==> src/rtl/nuid_pkg.sv <==
package nuid_pkg;
  localparam logic [7:0] OP_READ_UID = 8'hED;
  localparam logic [7:0] UID_ADDR    = 8'h00;

  typedef enum logic [3:0] {
    ST_IDLE,
    ST_CMD_LO,
    ST_CMD_HI,
    ST_ADR_LO,
    ST_ADR_HI,
    ST_WB,
    ST_BUSY,
    ST_RD_LO,
    ST_RD_HI,
    ST_FIN
  } seq_state_t;
endpackage

==> src/rtl/nuid_sync.sv <==
module nuid_sync #(
  parameter logic RST_VAL = 1'b0
) (
  input  logic clk,
  input  logic rst,
  input  logic d,
  output logic q
);
  logic meta;

  always_ff @(posedge clk) begin
    if (rst) begin
      meta <= RST_VAL;
      q    <= RST_VAL;
    end else begin
      meta <= d;
      q    <= meta;
    end
  end
endmodule

==> src/rtl/nuid_timer.sv <==
module nuid_timer #(
  parameter int W = 8
) (
  input  logic         clk,
  input  logic         rst,
  input  logic         load,
  input  logic [W-1:0] load_val,
  output logic         expired
);
  logic [W-1:0] cnt;

  always_ff @(posedge clk) begin
    if (rst)               cnt <= '0;
    else if (load)         cnt <= load_val;
    else if (cnt != '0)    cnt <= cnt - 1'b1;
  end

  assign expired = (cnt == '0);
endmodule

==> src/rtl/nuid_rec_check.sv <==
module nuid_rec_check #(
  parameter int ID_BYTES = 16,
  parameter int COPIES   = 16
) (
  input  logic                    clk,
  input  logic                    rst,
  input  logic                    clear,
  input  logic                    byte_vld,
  input  logic [7:0]              byte_in,
  output logic                    pass,
  output logic                    fail,
  output logic [8*ID_BYTES-1:0]   uid_flat
);
  localparam int REC_BYTES = 2 * ID_BYTES;
  localparam int PW = $clog2(REC_BYTES);
  localparam int IW = $clog2(ID_BYTES);
  localparam int CW = (COPIES > 1) ? $clog2(COPIES) : 1;

  logic [PW-1:0] pos;
  logic [CW-1:0] rec;
  logic          rec_ok;
  logic [7:0]    id_mem [ID_BYTES];

  logic          in_comp;
  logic [PW-1:0] off;
  logic [IW-1:0] ix;
  logic          byte_ok;
  logic          ok_now;
  logic          last_byte;

  assign in_comp   = (pos >= PW'(ID_BYTES));
  assign off       = in_comp ? (pos - PW'(ID_BYTES)) : pos;
  assign ix        = off[IW-1:0];
  assign byte_ok   = ((byte_in ^ id_mem[ix]) == 8'hFF);
  assign ok_now    = rec_ok & byte_ok;
  assign last_byte = (pos == PW'(REC_BYTES - 1));

  // identifier half of the current record, one write port
  always_ff @(posedge clk) begin
    if (byte_vld && !in_comp) id_mem[ix] <= byte_in;
  end

  always_ff @(posedge clk) begin
    if (rst || clear) begin
      pos    <= '0;
      rec    <= '0;
      rec_ok <= 1'b1;
      pass   <= 1'b0;
      fail   <= 1'b0;
    end else if (byte_vld) begin
      if (in_comp) rec_ok <= ok_now;
      if (last_byte) begin
        pos    <= '0;
        rec    <= rec + 1'b1;
        rec_ok <= 1'b1;
        if (ok_now)                        pass <= 1'b1;
        else if (rec == CW'(COPIES - 1))   fail <= 1'b1;
      end else begin
        pos <= pos + 1'b1;
      end
    end
  end

  for (genvar g = 0; g < ID_BYTES; g++) begin : g_flat
    assign uid_flat[8*g +: 8] = id_mem[g];
  end

  // a verdict is either pass or fail, never both
  a_r6_verdict_exclusive: assert property (@(posedge clk) disable iff (rst)
    !(pass && fail));

  // the sequencer delivers no byte once a verdict exists
  a_r5_quiet_after_verdict: assert property (@(posedge clk) disable iff (rst)
    (pass || fail) |-> !byte_vld);
endmodule

==> src/rtl/nand_uid_reader.sv <==
module nand_uid_reader
  import nuid_pkg::*;
#(
  parameter int ID_BYTES = 16,
  parameter int COPIES   = 16,
  parameter int TMR_W    = 8,
  parameter int T_WE_LO  = 2,
  parameter int T_WE_HI  = 2,
  parameter int T_RE_LO  = 3,
  parameter int T_RE_HI  = 2,
  parameter int T_WB     = 6
) (
  input  logic                   clk,
  input  logic                   rst,
  input  logic                   start,
  output logic                   done,
  output logic                   uid_valid,
  output logic                   uid_err,
  output logic [8*ID_BYTES-1:0]  uid,
  output logic                   nand_ce_n,
  output logic                   nand_cle,
  output logic                   nand_ale,
  output logic                   nand_we_n,
  output logic                   nand_re_n,
  output logic [7:0]             nand_dq_out,
  output logic                   nand_dq_oe,
  input  logic [7:0]             nand_dq_in,
  input  logic                   nand_rb_n
);
  seq_state_t state, nxt;

  logic             rb_sync;
  logic             tmr_exp;
  logic             tmr_load;
  logic [TMR_W-1:0] tmr_val;
  logic             byte_vld;
  logic             accept;
  logic             rc_pass, rc_fail;
  logic [8*ID_BYTES-1:0] rc_uid;

  nuid_sync #(.RST_VAL(1'b0)) i_rb_sync (
    .clk (clk),
    .rst (rst),
    .d   (nand_rb_n),
    .q   (rb_sync)
  );

  nuid_timer #(.W(TMR_W)) i_timer (
    .clk      (clk),
    .rst      (rst),
    .load     (tmr_load),
    .load_val (tmr_val),
    .expired  (tmr_exp)
  );

  assign accept   = (state == ST_IDLE) && start;
  assign byte_vld = (state == ST_RD_LO) && tmr_exp;

  nuid_rec_check #(.ID_BYTES(ID_BYTES), .COPIES(COPIES)) i_check (
    .clk      (clk),
    .rst      (rst),
    .clear    (accept),
    .byte_vld (byte_vld),
    .byte_in  (nand_dq_in),
    .pass     (rc_pass),
    .fail     (rc_fail),
    .uid_flat (rc_uid)
  );

  always_comb begin
    nxt = state;
    unique case (state)
      ST_IDLE:   if (start)   nxt = ST_CMD_LO;
      ST_CMD_LO: if (tmr_exp) nxt = ST_CMD_HI;
      ST_CMD_HI: if (tmr_exp) nxt = ST_ADR_LO;
      ST_ADR_LO: if (tmr_exp) nxt = ST_ADR_HI;
      ST_ADR_HI: if (tmr_exp) nxt = ST_WB;
      ST_WB:     if (tmr_exp) nxt = ST_BUSY;
      ST_BUSY:   if (rb_sync) nxt = ST_RD_LO;
      ST_RD_LO:  if (tmr_exp) nxt = ST_RD_HI;
      ST_RD_HI:  if (tmr_exp) nxt = (rc_pass || rc_fail) ? ST_FIN : ST_RD_LO;
      ST_FIN:                 nxt = ST_IDLE;
      default:                nxt = ST_IDLE;
    endcase
  end

  always_comb begin
    unique case (nxt)
      ST_CMD_LO, ST_ADR_LO: tmr_val = TMR_W'(T_WE_LO - 1);
      ST_CMD_HI, ST_ADR_HI: tmr_val = TMR_W'(T_WE_HI - 1);
      ST_WB:                tmr_val = TMR_W'(T_WB - 1);
      ST_RD_LO:             tmr_val = TMR_W'(T_RE_LO - 1);
      ST_RD_HI:             tmr_val = TMR_W'(T_RE_HI - 1);
      default:              tmr_val = '0;
    endcase
  end

  assign tmr_load = (nxt != state);

  // every pin is a register loaded from the next state
  always_ff @(posedge clk) begin
    if (rst) begin
      state       <= ST_IDLE;
      nand_ce_n   <= 1'b1;
      nand_cle    <= 1'b0;
      nand_ale    <= 1'b0;
      nand_we_n   <= 1'b1;
      nand_re_n   <= 1'b1;
      nand_dq_out <= 8'h00;
      nand_dq_oe  <= 1'b0;
      done        <= 1'b0;
      uid_valid   <= 1'b0;
      uid_err     <= 1'b0;
      uid         <= '0;
    end else begin
      state       <= nxt;
      nand_ce_n   <= (nxt == ST_IDLE) || (nxt == ST_FIN);
      nand_cle    <= (nxt == ST_CMD_LO) || (nxt == ST_CMD_HI);
      nand_ale    <= (nxt == ST_ADR_LO) || (nxt == ST_ADR_HI);
      nand_we_n   <= !((nxt == ST_CMD_LO) || (nxt == ST_ADR_LO));
      nand_re_n   <= (nxt != ST_RD_LO);
      nand_dq_oe  <= (nxt == ST_CMD_LO) || (nxt == ST_CMD_HI) ||
                     (nxt == ST_ADR_LO) || (nxt == ST_ADR_HI);
      nand_dq_out <= ((nxt == ST_CMD_LO) || (nxt == ST_CMD_HI)) ? OP_READ_UID : UID_ADDR;
      done        <= (nxt == ST_FIN);
      if (accept) begin
        uid_valid <= 1'b0;
        uid_err   <= 1'b0;
        uid       <= '0;
      end else if (nxt == ST_FIN) begin
        uid_valid <= rc_pass;
        uid_err   <= !rc_pass;
        uid       <= rc_pass ? rc_uid : '0;
      end
    end
  end

  // command and address latches are exclusive
  a_r11_cle_ale_exclusive: assert property (@(posedge clk) disable iff (rst)
    !(nand_cle && nand_ale));

  // any strobe happens only with the device selected
  a_r7_ce_covers_strobes: assert property (@(posedge clk) disable iff (rst)
    (!nand_we_n || !nand_re_n) |-> !nand_ce_n);

  // chip released when completion is signalled
  a_r7_ce_released_at_done: assert property (@(posedge clk) disable iff (rst)
    done |-> nand_ce_n);

  // completion carries exactly one verdict
  a_r8_done_verdict: assert property (@(posedge clk) disable iff (rst)
    done |-> (uid_valid ^ uid_err));

  // completion is a single-clock pulse
  a_r8_done_pulse: assert property (@(posedge clk) disable iff (rst)
    done |=> !done);

  // the bus is driven whenever a write strobe is low
  a_r1_we_drives_bus: assert property (@(posedge clk) disable iff (rst)
    !nand_we_n |-> nand_dq_oe);

  // no read strobe while the synchronized line still says busy
  a_r2_hold_while_busy: assert property (@(posedge clk) disable iff (rst)
    (state == ST_BUSY && !rb_sync) |=> nand_re_n);

  // each captured byte coincides with a rising read strobe
  a_r3_capture_on_re_rise: assert property (@(posedge clk) disable iff (rst)
    byte_vld |=> $rose(nand_re_n));
endmodule

==> config.mk <==
export PLATFORM = sky130hd
export DESIGN_NAME = nand_uid_reader
export DESIGN_NICKNAME = d
export VERILOG_FILES = /design/src/rtl/nuid_pkg.sv /design/src/rtl/nuid_sync.sv /design/src/rtl/nuid_timer.sv /design/src/rtl/nuid_rec_check.sv /design/src/rtl/nand_uid_reader.sv
export SDC_FILE = /design/constraint.sdc
export NUM_CORES = 1
export LEC_CHECK = 0
export ABC_AREA = 1
export BUFFER_PORTS_ARGS = -buffer_cell sky130_fd_sc_hd__buf_2
export CAP_MARGIN = 10
export CORE_UTILIZATION = 35
export CTS_CLUSTER_DIAMETER = 150
export DETAILED_ROUTE_END_ITERATION = 10
export GPL_ROUTABILITY_DRIVEN = 0
export PLACE_DENSITY = 0.54
export SLEW_MARGIN = 20
export SYNTH_ARGS = -nofsm -noshare
export SYNTH_HDL_FRONTEND = slang
export SYNTH_SLANG_ARGS = --single-unit
==> constraint.sdc <==
create_clock -name clk -period 2.7 [get_ports clk]
set_input_delay 0.405 -clock clk [delete_from_list [all_inputs] [get_ports clk]]
set_output_delay 0.405 -clock clk [all_outputs]
set_load 0.05 [all_outputs]
# Word-level counts from Yosys, hierarchy flattened
# Memory sizes are Yosys's and may differ from the RTL's.
# Cells that the tools add are included.
# word_totals
inputBits	12
ramBits	128
latchBits	0
romBits	0
reg_bits	171
out_inout_bits	145
elab_cells	98
n_memories	1
# classes
n_div	0
order_cmp	1
reduce_logical	26
n_mul	0
add_sub_neg	4
n_eq_ne	21
muxes	22
shifts	0
bitwise	3
# mem_list
memory	depth	width	rd	rd_ports_with_merged_regs	wr	line	rtl
i_check.id_mem	16	8	17	0	1	nuid_rec_check.sv:22	logic [7:0] id_mem [ID_BYTES];
# ops
operator	count
128-bit two-way mux	1
4-bit two-way mux	11
4-bit one-hot mux with 9 select lines	1
4-bit by 3-bit equality test with 1-bit output (second input constant)	7
8-bit two-way mux	3
4-bit by 2-bit equality test with 1-bit output (second input constant)	4
4-bit equality test (second input constant)	4
3-bit one-hot mux with 3 select lines	1
4-bit by 1-bit equality test with 1-bit output (second input constant)	2
8-bit equality test (second input constant)	1
4-bit logical NOT	2
8-bit logical NOT	1
1-bit logical OR	8
8-bit nonzero test	1
8-bit by 1-bit subtractor with 8-bit output (second input constant)	1
8-bit bitwise XOR	1
5-bit by 1-bit adder with 5-bit output (second input constant)	1
5-bit equality test (second input constant)	1
5-bit greater-or-equal comparator (second input constant)	1
5-bit two-way mux	1
5-bit OR reduction	1
4-bit by 1-bit adder with 4-bit output (second input constant)	1
1-bit two-way mux	4
4-bit by 3-bit inequality test with 1-bit output (second input constant)	1
other kinds (11)	17

# Longest topological paths before layout
# Gate-level depths: netlist of the first run.
# depth
ltp_word	8
ltp_mapped	17
mapped_depth_nobuf	16

# Hierarchy
# A second synthesis of the first run with hierarchy kept.
# hier_totals
cells_unflattened	1649
hier_area_um2	13917.1
# modules_own_cells
module	seq_area_each_um2	instances	area_each_um2	cells_each
nand_uid_reader	2822.7	1	7175.6	970
nuid_rec_check	4164.0	1	6213.5	603
nuid_timer	160.2	1	473.0	70
nuid_sync	40.0	1	55.1	6

# Worst setup path before layout of the first run
# OpenSTA, ideal clock, no wires.
# synth_path
path_kind	register to register
startpoint	register i_timer.cnt[0]
endpoint	register uid[98]
arrival_time_ns	1.936
setup_time_ns	0.070
period_less_slack_ns	2.006
setup_slack_ns	0.694
required_ns	2.630
path_stages_with_launch	16
n_path_buf	2
cell_sequence	dfxtp_1 inv_1 ha_1 nand2_1 inv_1 nand2_2 nand2_1 nand2_1 nand2_1 nor2_1 nor2_4 nand2_4 buf_4 buf_6 nand2_1 a21oi_1
# synth_via
elab_chain_cells	4
word_cells_on_any_way	10
classes_between	eq/ne (1); mux (8); reduce/logical (1)
# synth_rtl
element	line	rtl
start, declared	nuid_timer.sv:10	logic [W-1:0] cnt;
start signal, assigned	nuid_timer.sv:14	else if (load) cnt <= load_val;
start signal, assigned	nuid_timer.sv:15	else if (cnt != '0) cnt <= cnt - 1'b1;
8-bit logical NOT (*)	nuid_timer.sv:18	assign expired = (cnt == '0);
4-bit two-way mux (tied with other cells)	nand_uid_reader.sv:81	ST_RD_HI: if (tmr_exp) nxt = (rc_pass || rc_fail) ? ST_FIN : ST_RD_LO;
4-bit one-hot mux with 9 select lines (*)	nand_uid_reader.sv:72	unique case (state)
4-bit equality test (*)	nand_uid_reader.sv:130	end else if (nxt == ST_FIN) begin
end signal, assigned	nand_uid_reader.sv:133	uid <= rc_pass ? rc_uid : '0;
end, declared	nand_uid_reader.sv:19	output logic [8*ID_BYTES-1:0] uid,
# Mark *: on every way between the ends. The rest lies on a longest branch, timed or not.
# A chain may end at the register's enable or synchronous reset.

# Final worst setup path of the first run
# layout_path
startpoint	register i_timer.cnt[1]
endpoint	register uid[56]
# Same word-level chain as after synthesis.

==> results of run 1 <==
[cell type report]
type / instances / area [µm²]
Fill cell: 3340 / 18800
Sequential cell: 295 / 7190
Multi-Input combinational cell: 860 / 3780
Timing Repair Buffer: 191 / 1140
Clock buffer: 46 / 885
Tap cell: 442 / 553
Inverter: 88 / 330
Clock inverter: 12 / 125
[cell families after synthesis]
family | after synthesis | share of synthesized area (%)
buffers and inverters | 163 | 6.79
DFF | 295 | 61.1
other | 1 | 0.0319
AOI/OAI and AO/OA | 191 | 8.50
and+or+nand+nor | 653 | 22.3
adders and majority gates | 8 | 0.851
xor gates and xnor gates | 6 | 0.447
[critical path, cell delays in order (launching register included)]
cell	delay [ns]
dfxtp_1	0.32
inv_1	0.10
ha_1	0.15
nand2_1	0.11
nor2_4	0.22
o21ai_1	0.09
nand2_1	0.10
nand2_1	0.06
nand2_1	0.09
nand2_2	0.08
nor2_4	0.13
nand2_4	0.12
nor2_4	0.16
buf_12	0.28
nand2_1	0.12
a21oi_1	0.15
[per-layer routing]
layer  up-vias  share of wire, %  track usage [%]
met3        38               6.5             2.58
met4         0               1.5             4.33
met5         -                 0                0
met2       318                44             28.3
li1       4589                 -                -
met1      4258                48             27.8
[state kept, by name, summed over array words and instances (netlist names), 4 cells and up, named ones only]
signal,flops
i_check.id_mem,128
uid,128
i_timer.cnt,8
i_check.pos,5
i_check.rec,4
state,4
[power by group]
group | internal, W | switching [W]
combinational | 0.000307 | 0.000894
sequential | 0.00473 | 0.0000563
clock | 0.00246 | 0.00174
total | 0.00750 | 0.00269
[stage by stage]
step | power [W] | cells | worst slack, ns | cell area [µm²] | util [%]
floorplan | 0.00583 | 1318 | 0.694 | 11800 | -
global placement | 0.00608 | 1876 | 0.381 | 13000 | 39.6
detailed placement | 0.00609 | 1876 | 0.291 | 13000 | 39.6
CTS | 0.0103 | 1934 | 0.273 | 14000 | 42.7
global route | 0.0106 | 1934 | 0.0468 | 14000 | 42.7
finish | 0.0102 | 1934 | 0.298 | 14000 | 42.7
[worst max path at each step]
stage | start | to | slack, ns | cells after the start
after floorplan | i_timer.cnt[0] | uid[98] | 0.69 | 15
after global placement | i_timer.cnt[0] | uid[69] | 0.38 | 15
after detailed placement | i_timer.cnt[1] | uid[56] | 0.29 | 15
after CTS | i_timer.cnt[1] | uid[56] | 0.27 | 15
after global routing | i_timer.cnt[1] | uid[82] | 0.05 | 15
final | i_timer.cnt[1] | uid[56] | 0.30 | 15
[cell usage in the layout (no fill, tap or decap), drive strengths merged]
master / count
a211oi: 3
nor3: 6
buf: 191
nand2: 467
nand4: 2
nand3b: 1
xor2: 5
ha: 8
clkinv: 9
xnor2: 1
o21a: 1
clkinvlp: 1
edfxtp: 128
nor3b: 1
conb: 2
o211ai: 10
a21oi: 144
nor2: 89
o21bai: 1
o21ai: 29
dfxtp: 167
nand3: 86
nor4: 1
a31oi: 2
a311oi: 1
clkbuf: 46
bufinv: 2
inv: 88
==> summary.txt, run 1 <==
Clock tree
  • Post-CTS resize count: 0
  • Cts-stage hold buffer count: 0
  • Num CTS Buffers: 31
  • # clock sinks: 295
  • Clk slew on worst S/H paths: 0.06 ns
  • CTS max path bufs: 3
  • Clock Latency Late Sink: 0.57 ns
  • CTS tree: built
  • H-tree Lvls: 1
  • Clock Root Buffer: clkbuf_16
  • Post-CTS Setup Bufs: 0

Global routing
  • Antenna violations before repair: 0
  • Global-route wire length before repair: 49.1 mm
  • Grt ovf: 0
  • Largest net degree at the start of global routing: 88
  • Total GRT Usage: 18.6%
  • Vias in the first global route: 8,601

Drt
  • DR vias: 9,203
  • # DRC: 0
  • ANT nets after route: 0
  • Detail-routed via count per cell: 4.76
  • Drt wl/cell: 16.6 µm
  • Initial DRT Pass Iterations: 5
  • 1st-iter DRT viols: 734
  • Total Wirelength: 32.1 mm

Hold path
  • Worst min path class: input pin to flip-flop
  • Hold worst-path end: i_rb_sync.meta
  • WHS Path Cells: 3
  • Worst Hold Launch: nand_rb_n

Setup path
  • CP Capture Type: flip-flop
  • Worst r2r path cells: 15
  • CP arrival: 2.90 ns
  • R2r startpoint: i_timer.cnt[1]
  • Crit-path max FO: 76
  • Data required, critical path: 3.20 ns
  • FF-to-FF End: uid[56]
  • CP Class: flip-flop to flip-flop
  • Setup crit start kind: flip-flop
  • Flop-to-flop setup slack: 0.30 ns

Placement
  • Final HPWL DP: 22.3 mm
  • PortBufs: 154

Final layout
  • Synthesis-to-finish area growth: 19.1%
  • Share of layout cells above drive strength 1: 16.5%
  • Antenna diode count: 0
  • # nets final: 1,487

Timing
  • Post-layout minimum cycle time: 2.40 ns
  • Setup violators final: 0
  • Fin Clk Skew: 0.0122 ns
  • Hold Slack: 0.0622 ns
  • Max_slew headroom: 63.2%
  • Max Fclk: 416 MHz
  • Worst Max-Slew Pin Slew: 0.552 ns
  • RSZ-0062 raised after global routing: no
  • Final Max Tran Viols: 0
  • Tcrit/Tclk final: 89.0%
  • Total negative slack: 0 ns
  • Final Hold Vio Count: 0

Synth
  • Syn avg cell area: 8.93 µm²
  • Share of the synthesized area in the top cell type: 32.7%
  • EDFF count, synth: 128
  • Primary FF master, synth: dfxtp_1
  • Post-synth top cells: 464 x nand2_1, 167 x dfxtp_1, 144 x a21oi_1, 128 x edfxtp_1
  • Mapped cell area: 11,800 µm²
  • Largest cells by area after synthesis: edfxtp_1 33%, dfxtp_1 28%, nand2_1 15%
  • Sequential-to-total area share from yosys stat: 61.1%
  • #FFs+latches synth: 295
  • Ys Warns: 0
  • Cells after synthesis: 1,317
  • Post-synth cell types: 34
  • Yosys top cell by area: edfxtp_1
  • Most frequent cell after synthesis: nand2_1
  • FFs w/ async S/R, synth: 0%

Floorplanning
  • Chip Height: 185 µm
  • Initial Utilization: 35.9%
  • Ports: 157
  • DIE WIDTH: 185 µm
  • Rows: 66
  • Die area: 34,300 µm²
  • Core Area: 32,800 µm²

Flow run
  • Max-cap viol count: 0

Status
  • Status: complete, no violations

Power and ir drop
  • Max IR drop VDD: 504 µV
  • Power density cells: 727 nW/µm²
  • Leakage: 5.59 nW
No activity file was read; power rests on OpenSTA's default activity.
==> inputs of run 2 (changes only) <==
--- a/config.mk
+++ b/config.mk
@@ -8,11 +8,13 @@
 export ABC_AREA = 1
 export BUFFER_PORTS_ARGS = -buffer_cell sky130_fd_sc_hd__buf_2
 export CAP_MARGIN = 10
+export CELL_PAD_IN_SITES_DETAIL_PLACEMENT = 0
+export CELL_PAD_IN_SITES_GLOBAL_PLACEMENT = 1
 export CORE_UTILIZATION = 35
 export CTS_CLUSTER_DIAMETER = 150
 export DETAILED_ROUTE_END_ITERATION = 10
 export GPL_ROUTABILITY_DRIVEN = 0
-export PLACE_DENSITY = 0.54
+export PLACE_DENSITY = 0.67
 export SLEW_MARGIN = 20
 export SYNTH_ARGS = -nofsm -noshare
 export SYNTH_HDL_FRONTEND = slang
==> summary.txt, run 2 (synthesis gave the netlist of run 1 again) <==
Final layout
  • Antenna diode count: 0 (unchanged)
  • Largest registers: i_check.id_mem (128), uid (128), i_timer.cnt (8) (unchanged)
  • Layout Cell Area excl Fill: 14,300 µm² (was 14,000 µm²)
  • # nets final: 1,508 (was 1,487)
  • Fill cells: 3,358 (was 3,340)
  • Final Non-Filler Cells: 1,956 (was 1,934)
  • Share of layout cells above drive strength 1: 17.3% (was 16.5%)
  • Synthesis-to-finish area growth: 21.3% (was 19.1%)
  • Most common cell after layout, fill and taps aside: nand2_1 (unchanged)
  • Most frequent cells in the layout: 463 x nand2_1, 166 x dfxtp_1, 154 x buf_2, 144 x a21oi_1, 128 x edfxtp_1 (unchanged)

Clock tree
  • Clock Root Buffer: clkbuf_16 (unchanged)
  • Clk slew on worst S/H paths: 0.06 ns (about the same)
  • Cts-stage hold buffer count: 0 (unchanged)
  • H-tree Lvls: 2 (was 1)
  • Num CTS Buffers: 35 (was 31)
  • Clock Latency Late Sink: 0.50 ns (was 0.57 ns)
  • # clock sinks: 295 (unchanged)
  • CTS tree: built (unchanged)
  • CTS max path bufs: 3 (unchanged)

Power and ir drop
  • Power density cells: 751 nW/µm² (was 727 nW/µm²)
  • Total Power: 0.0107 W (was 0.0102 W)
  • Leakage: 5.72 nW (was 5.59 nW)
  • Max IR drop VDD: 504 µV (about the same)

Setup path
  • Crit-path max FO: 10 (was 76)
  • CP most frequent cell: nand2_1 (unchanged)
  • Data required, critical path: 3.13 ns (was 3.20 ns)
  • CP Class: flip-flop to flip-flop (unchanged)
  • Slowest-stage cell, CP: nor2_2 (was dfxtp_1)
  • Critical Path, Cell by Cell: inv_1 > ha_1 > nand2_1 > nor2_4 > o21ai_1 > nand2_1 > nand2_1 > nand2_1 > nand2_2 > nor2_4 > nand2_4 > nor2_2 > nand2_1 > a21oi_1 (was inv_1 > ha_1 > nand2_1 > nor2_4 > o21ai_1 > nand2_1 > nand2_1 > nand2_1 > nand2_2 > nor2_4 > nand2_4 > nor2_4 > buf_12 > nand2_1 > a21oi_1)
  • Worst r2r path cells: 14 (was 15)
  • CP arrival: 2.90 ns (about the same)
  • Flop-to-flop setup slack: 0.24 ns (was 0.30 ns)
  • CP delay by family, top: simple AND/OR/NAND/NOR gates (unchanged)
  • Max incr delay on CP: 0.54 ns (was 0.32 ns)
  • Setup crit start kind: flip-flop (unchanged)
  • WP buf/inv: 1 (was 2)
  • CP Capture Type: flip-flop (unchanged)
  • Levels on crit path: 14 (was 15)

Timing
  • Setup violators final: 0 (unchanged)
  • Final setup margin: 0.238 ns (was 0.298 ns)
  • RSZ-0062 raised after global routing: no (unchanged)
  • Max_slew headroom: 55.1% (was 63.2%)
  • Fin Clk Skew: 0.0106 ns (was 0.0122 ns)
  • Final Max Tran Viols: 0 (unchanged)
  • Post-layout minimum cycle time: 2.46 ns (was 2.40 ns)
  • Final Hold Vio Count: 0 (unchanged)
  • Max Fclk: 406 MHz (was 416 MHz)
  • Worst Max-Slew Pin Slew: 0.673 ns (was 0.552 ns)
  • Tcrit/Tclk final: 91.2% (was 89.0%)

Hold path
  • Worst min path class: input pin to flip-flop (unchanged)
  • WHS Path Cells: 3 (unchanged)

Floorplanning
  • Core Area: 32,800 µm² (unchanged)
  • Rows: 66 (unchanged)
  • Chip Height: 185 µm (unchanged)
  • Die area: 34,300 µm² (unchanged)
  • Ports: 157 (unchanged)
  • DIE WIDTH: 185 µm (unchanged)
  • Initial Utilization: 35.9% (unchanged)

Drt
  • 1st-iter DRT viols: 703 (was 734)
  • Total Wirelength: 33.8 mm (was 32.1 mm)
  • Detail-routed via count per cell: 4.76 (about the same)
  • Drt wl/cell: 17.3 µm (was 16.6 µm)
  • # DRC: 0 (unchanged)
  • Initial DRT Pass Iterations: 5 (unchanged)
  • DR vias: 9,315 (was 9,203)
  • ANT nets after route: 0 (unchanged)

Placement
  • Post-Place Cell Area: 13,100 µm² (was 13,000 µm²)
  • Final HPWL DP: 22.4 mm (was 22.3 mm)
  • Pre-CTS WS: -0.167 ns (was 0.291 ns)
  • PortBufs: 154 (unchanged)
  • Cells after DPL: 1,888 (was 1,876)

Global routing
  • Total GRT Usage: 19.5% (was 18.6%)
  • Vias in the first global route: 8,894 (was 8,601)
  • Global-route wire length before repair: 51.1 mm (was 49.1 mm)
  • Antenna violations before repair: 1 (was 0)
  • Grt ovf: 0 (unchanged)
  • Largest net degree at the start of global routing: 79 (was 88)

Status
  • Status: complete, no violations (unchanged)

Flow run
  • Max-cap viol count: 0 (unchanged)
==> run 2: final cells by class <==
type / instances / area (µm²) / area share, %
clock buffer: 50 / 995 / 6.97
clock inverter: 13 / 110 / 0.772
inverter: 88 / 330 / 2.32
multi-input combinational: 862 / 3800 / 26.6
sequential: 295 / 7190 / 50.4
tap: 442 / 553 / 3.88
timing repair buffer: 206 / 1290 / 9.02
==> run 2: metrics by stage <==
stage	util (%)	setup TNS, ns	hold WS [ns]
2_1_floorplan	-	0	0.388
3_3_place_gp	39.9	-2.32	0.397
3_5_place_dp	39.9	-11.73	0.404
4_1_cts	43.3	0	0.114
5_1_grt	43.5	0	0.121
6_report	43.5	0	0.124
==> run 2: timing repair <==
action | in CTS | in global routing
gates resized for setup | 1 | 5
setup buffers | 0 | 2
pin swaps | 1 | 1
gates cloned | 1 | 2
setup endpoints to repair | 126 | 130
==> run 2: per-layer routing <==
layer	GRT usage (%)	vias to the layer above	share of wire [%]
met3	2.60	46	4.8
met4	4.86	0	1.9
met5	0	-	0
li1	-	4631	-
met1	27.6	4379	48
met2	31.2	259	45
==> run 2: final timing paths <==
kind,endpoint,from
max,uid[124],i_timer.cnt[1]
min,i_rb_sync.meta,nand_rb_n
max reg2reg,uid[124],i_timer.cnt[1]
min reg2reg,i_rb_sync.q,i_rb_sync.meta
==> run 2: power breakdown <==
part | internal (W) | total (W) | switching (W)
registers | 0.00473 | 0.00478 | 0.0000512
clock network | 0.00275 | 0.00454 | 0.00179
logic | 0.000419 | 0.00139 | 0.000970
total | 0.00790 | 0.0107 | 0.00281
==> run 2: tightest hold or removal path: stages <==
cell and delay (ns):
buf_2 0.10, inv_1 0.04, nor2_1 0.04
==> inputs of run 3 (changes only) <==
--- a/config.mk
+++ b/config.mk
@@ -10,6 +10,7 @@
 export CAP_MARGIN = 10
 export CELL_PAD_IN_SITES_DETAIL_PLACEMENT = 0
 export CELL_PAD_IN_SITES_GLOBAL_PLACEMENT = 1
+export CORE_ASPECT_RATIO = 0.8
 export CORE_UTILIZATION = 35
 export CTS_CLUSTER_DIAMETER = 150
 export DETAILED_ROUTE_END_ITERATION = 10
==> summary.txt, run 3 (synthesis gave the netlist of run 1 again) <==
Clock tree
  • Clk slew on worst S/H paths: 0.06 ns (about the same)
  • Clock Latency Late Sink: 0.58 ns (was 0.50 ns)
  • Num CTS Buffers: 31 (was 35)
  • Cts-stage hold buffer count: 0 (unchanged)
  • CTS max path bufs: 3 (unchanged)
  • # clock sinks: 295 (unchanged)
  • H-tree Lvls: 1 (was 2)
  • Clock Root Buffer: clkbuf_16 (unchanged)
  • CTS tree: built (unchanged)

Status
  • Status: finished with violations (was complete, no violations)
  • Failing checks: design-rule violations

Timing
  • RSZ-0062 raised after global routing: no (unchanged)
  • Final Hold Vio Count: 0 (unchanged)
  • Max_slew headroom: 56.7% (was 55.1%)
  • Post-layout minimum cycle time: 2.39 ns (was 2.46 ns)
  • Max Fclk: 418 MHz (was 406 MHz)
  • Final Max Tran Viols: 0 (unchanged)
  • Setup violators final: 0 (unchanged)
  • Tcrit/Tclk final: 88.6% (was 91.2%)
  • Worst Max-Slew Pin Slew: 0.649 ns (was 0.673 ns)
  • Fin Clk Skew: 0.0174 ns (was 0.0106 ns)
  • Hold Slack: 0.0949 ns (was 0.124 ns)

Drt
  • Detail-routed via count per cell: 4.83 (was 4.76)
  • # DRC: 3 (was 0)
  • ANT nets after route: 0 (unchanged)
  • Drt wl/cell: 17.7 µm (was 17.3 µm)
  • Total Wirelength: 34.3 mm (was 33.8 mm)
  • Initial DRT Pass Iterations: 10 (was 5)
  • DR vias: 9,370 (was 9,315)
  • 1st-iter DRT viols: 812 (was 703)

Final layout
  • Most frequent cells in the layout: 463 x nand2_1, 166 x dfxtp_1, 154 x buf_2, 144 x a21oi_1, 128 x edfxtp_1 (unchanged)
  • Final Non-Filler Cells: 1,941 (was 1,956)
  • Largest registers: i_check.id_mem (128), uid (128), i_timer.cnt (8) (unchanged)
  • Most common cell after layout, fill and taps aside: nand2_1 (unchanged)
  • Share of layout cells above drive strength 1: 18.3% (was 17.3%)
  • Antenna diode count: 0 (unchanged)
  • Synthesis-to-finish area growth: 21.0% (was 21.3%)
  • # nets final: 1,509 (was 1,508)
  • Fin util: 43.4% (was 43.5%)

Setup path
  • R2r startpoint: i_timer.cnt[1] (unchanged)
  • WP buf/inv: 2 (was 1)
  • FF-to-FF End: uid[112] (was uid[124])
  • CP Capture Type: flip-flop (unchanged)
  • CP Class: flip-flop to flip-flop (unchanged)
  • CP most frequent cell: nand2_1 (unchanged)
  • Max incr delay on CP: 0.36 ns (was 0.54 ns)
  • Slowest-stage cell, CP: nor2_4 (was nor2_2)
  • Worst r2r path cells: 15 (was 14)
  • Crit-path max FO: 45 (was 10)
  • Critical Path, Cell by Cell: inv_1 > ha_1 > nand2_1 > nor2_4 > o21ai_1 > nand2_1 > nand2_1 > nand2_1 > nand2_2 > nor2_4 > nand2_4 > nor2_4 > buf_12 > nand2_1 > a21oi_1 (was inv_1 > ha_1 > nand2_1 > nor2_4 > o21ai_1 > nand2_1 > nand2_1 > nand2_1 > nand2_2 > nor2_4 > nand2_4 > nor2_2 > nand2_1 > a21oi_1)
  • CP arrival: 2.89 ns (was 2.90 ns)
  • Setup crit start kind: flip-flop (unchanged)
  • CP startpoint: i_timer.cnt[1] (unchanged)
  • Flop-to-flop setup slack: 0.31 ns (was 0.24 ns)
  • CP delay by family, top: simple AND/OR/NAND/NOR gates (unchanged)
  • Data required, critical path: 3.20 ns (was 3.13 ns)

Hold path
  • WHS Path Cells: 3 (unchanged)
  • Hold worst-path end: i_rb_sync.meta (unchanged)
  • Worst min path class: input pin to flip-flop (unchanged)
  • Worst Hold Launch: nand_rb_n (unchanged)

Floorplanning
  • DIE WIDTH: 207 µm (was 185 µm)
  • Rows: 59 (was 66)
  • Core Area: 32,800 µm² (about the same)
  • Initial Utilization: 35.9% (about the same)
  • Ports: 157 (unchanged)
  • Die area: 34,300 µm² (about the same)
  • Chip Height: 166 µm (was 185 µm)

Power and ir drop
  • Leakage: 5.72 nW (about the same)
  • Power density cells: 754 nW/µm² (was 751 nW/µm²)
  • Max IR drop VDD: 388 µV (was 504 µV)

Global routing
  • Antenna violations before repair: 0 (was 1)
  • Grt ovf: 0 (unchanged)
  • GRT busiest layer: met2 (unchanged)
  • GR Util met2: 29.9% (was 31.2%)
  • GR Layer Usage met1: 29.1% (was 27.6%)
  • Vias in the first global route: 8,996 (was 8,894)
  • Global-route wire length before repair: 52.0 mm (was 51.1 mm)
  • Met3 Usage GRT: 3.18% (was 2.60%)
  • Largest net degree at the start of global routing: 131 (was 79)
  • Total GRT Usage: 19.6% (was 19.5%)

Flow run
  • Max-cap viol count: 0 (unchanged)

Placement
  • Final HPWL DP: 22.9 mm (was 22.4 mm)
  • Cells after DPL: 1,879 (was 1,888)
  • PortBufs: 154 (unchanged)
==> run 3: cell types whose count changed in the layout (fill, tap and decap cells not counted), moves of 4 or more <==
cell	change
clkbuf_16	-5
clkinv_1	-6
inv_6	+4
clkbuf_1	-9
buf_4	+8
==> run 3: worst max-delay path by stage <==
stage                          end  slack, ns  cells past startpoint
after floorplan            uid[98]       0.69                     15
after global placement    uid[110]      -0.01                     15
after detailed placement  uid[112]      -0.06                     15
after CTS                 uid[112]       0.15                     15
after global routing       uid[80]       0.02                     15
final                     uid[112]       0.31                     15
==> run 3: repair_timing <==
action | 4_1_cts | 5_1_grt
setup endpoints to repair | 91 | 109
pin swaps | 1 | 1
cloned | 1 | 2
setup buffers | 0 | 1
resized for setup | 0 | 3
==> run 3: per-layer routing <==
layer	part of all wire, %	vias up
met5	0	-
met4	1.4	0
met3	5.1	31
met2	44	234
met1	50	4463
li1	-	4642
==> run 3: power by group <==
part	switching (W)	leakage [nW]	internal, W
clock	0.00186	0.529	0.00265
sequential	0.0000485	2.50	0.00473
combinational	0.000982	2.70	0.000463
total	0.00290	5.72	0.00784
==> run 3: layout make-up <==
cell class / count / area [µm²]
clock inverter: 21 / 234
sequential: 295 / 7190
inverter: 88 / 334
timing repair buffer: 211 / 1290
fill: 3315 / 18500
clock buffer: 37 / 850
tap: 427 / 534
multi-input combinational: 862 / 3800
==> run 3: stage by stage <==
stage / instance area (µm²) / power [W] / setup TNS, ns / worst slack, ns
final: 14200 / 0.0107 / 0 / 0.309
after global routing: 14200 / 0.0112 / 0 / 0.0224
after CTS: 14200 / 0.0108 / 0 / 0.147
after detailed placement: 13100 / 0.00631 / -2.04 / -0.0569
after global placement: 13100 / 0.00631 / -0.0127 / -0.0127
after floorplan: 11800 / 0.00583 / 0 / 0.694
==> run 3: worst register-to-register path, stage by stage (launching register included) <==
cell	delay [ns]
dfxtp_1	0.31
inv_1	0.08
ha_1	0.14
nand2_1	0.12
nor2_4	0.16
o21ai_1	0.08
nand2_1	0.10
nand2_1	0.06
nand2_1	0.09
nand2_2	0.08
nor2_4	0.12
nand2_4	0.10
nor2_4	0.36
buf_12	0.27
nand2_1	0.13
a21oi_1	0.13
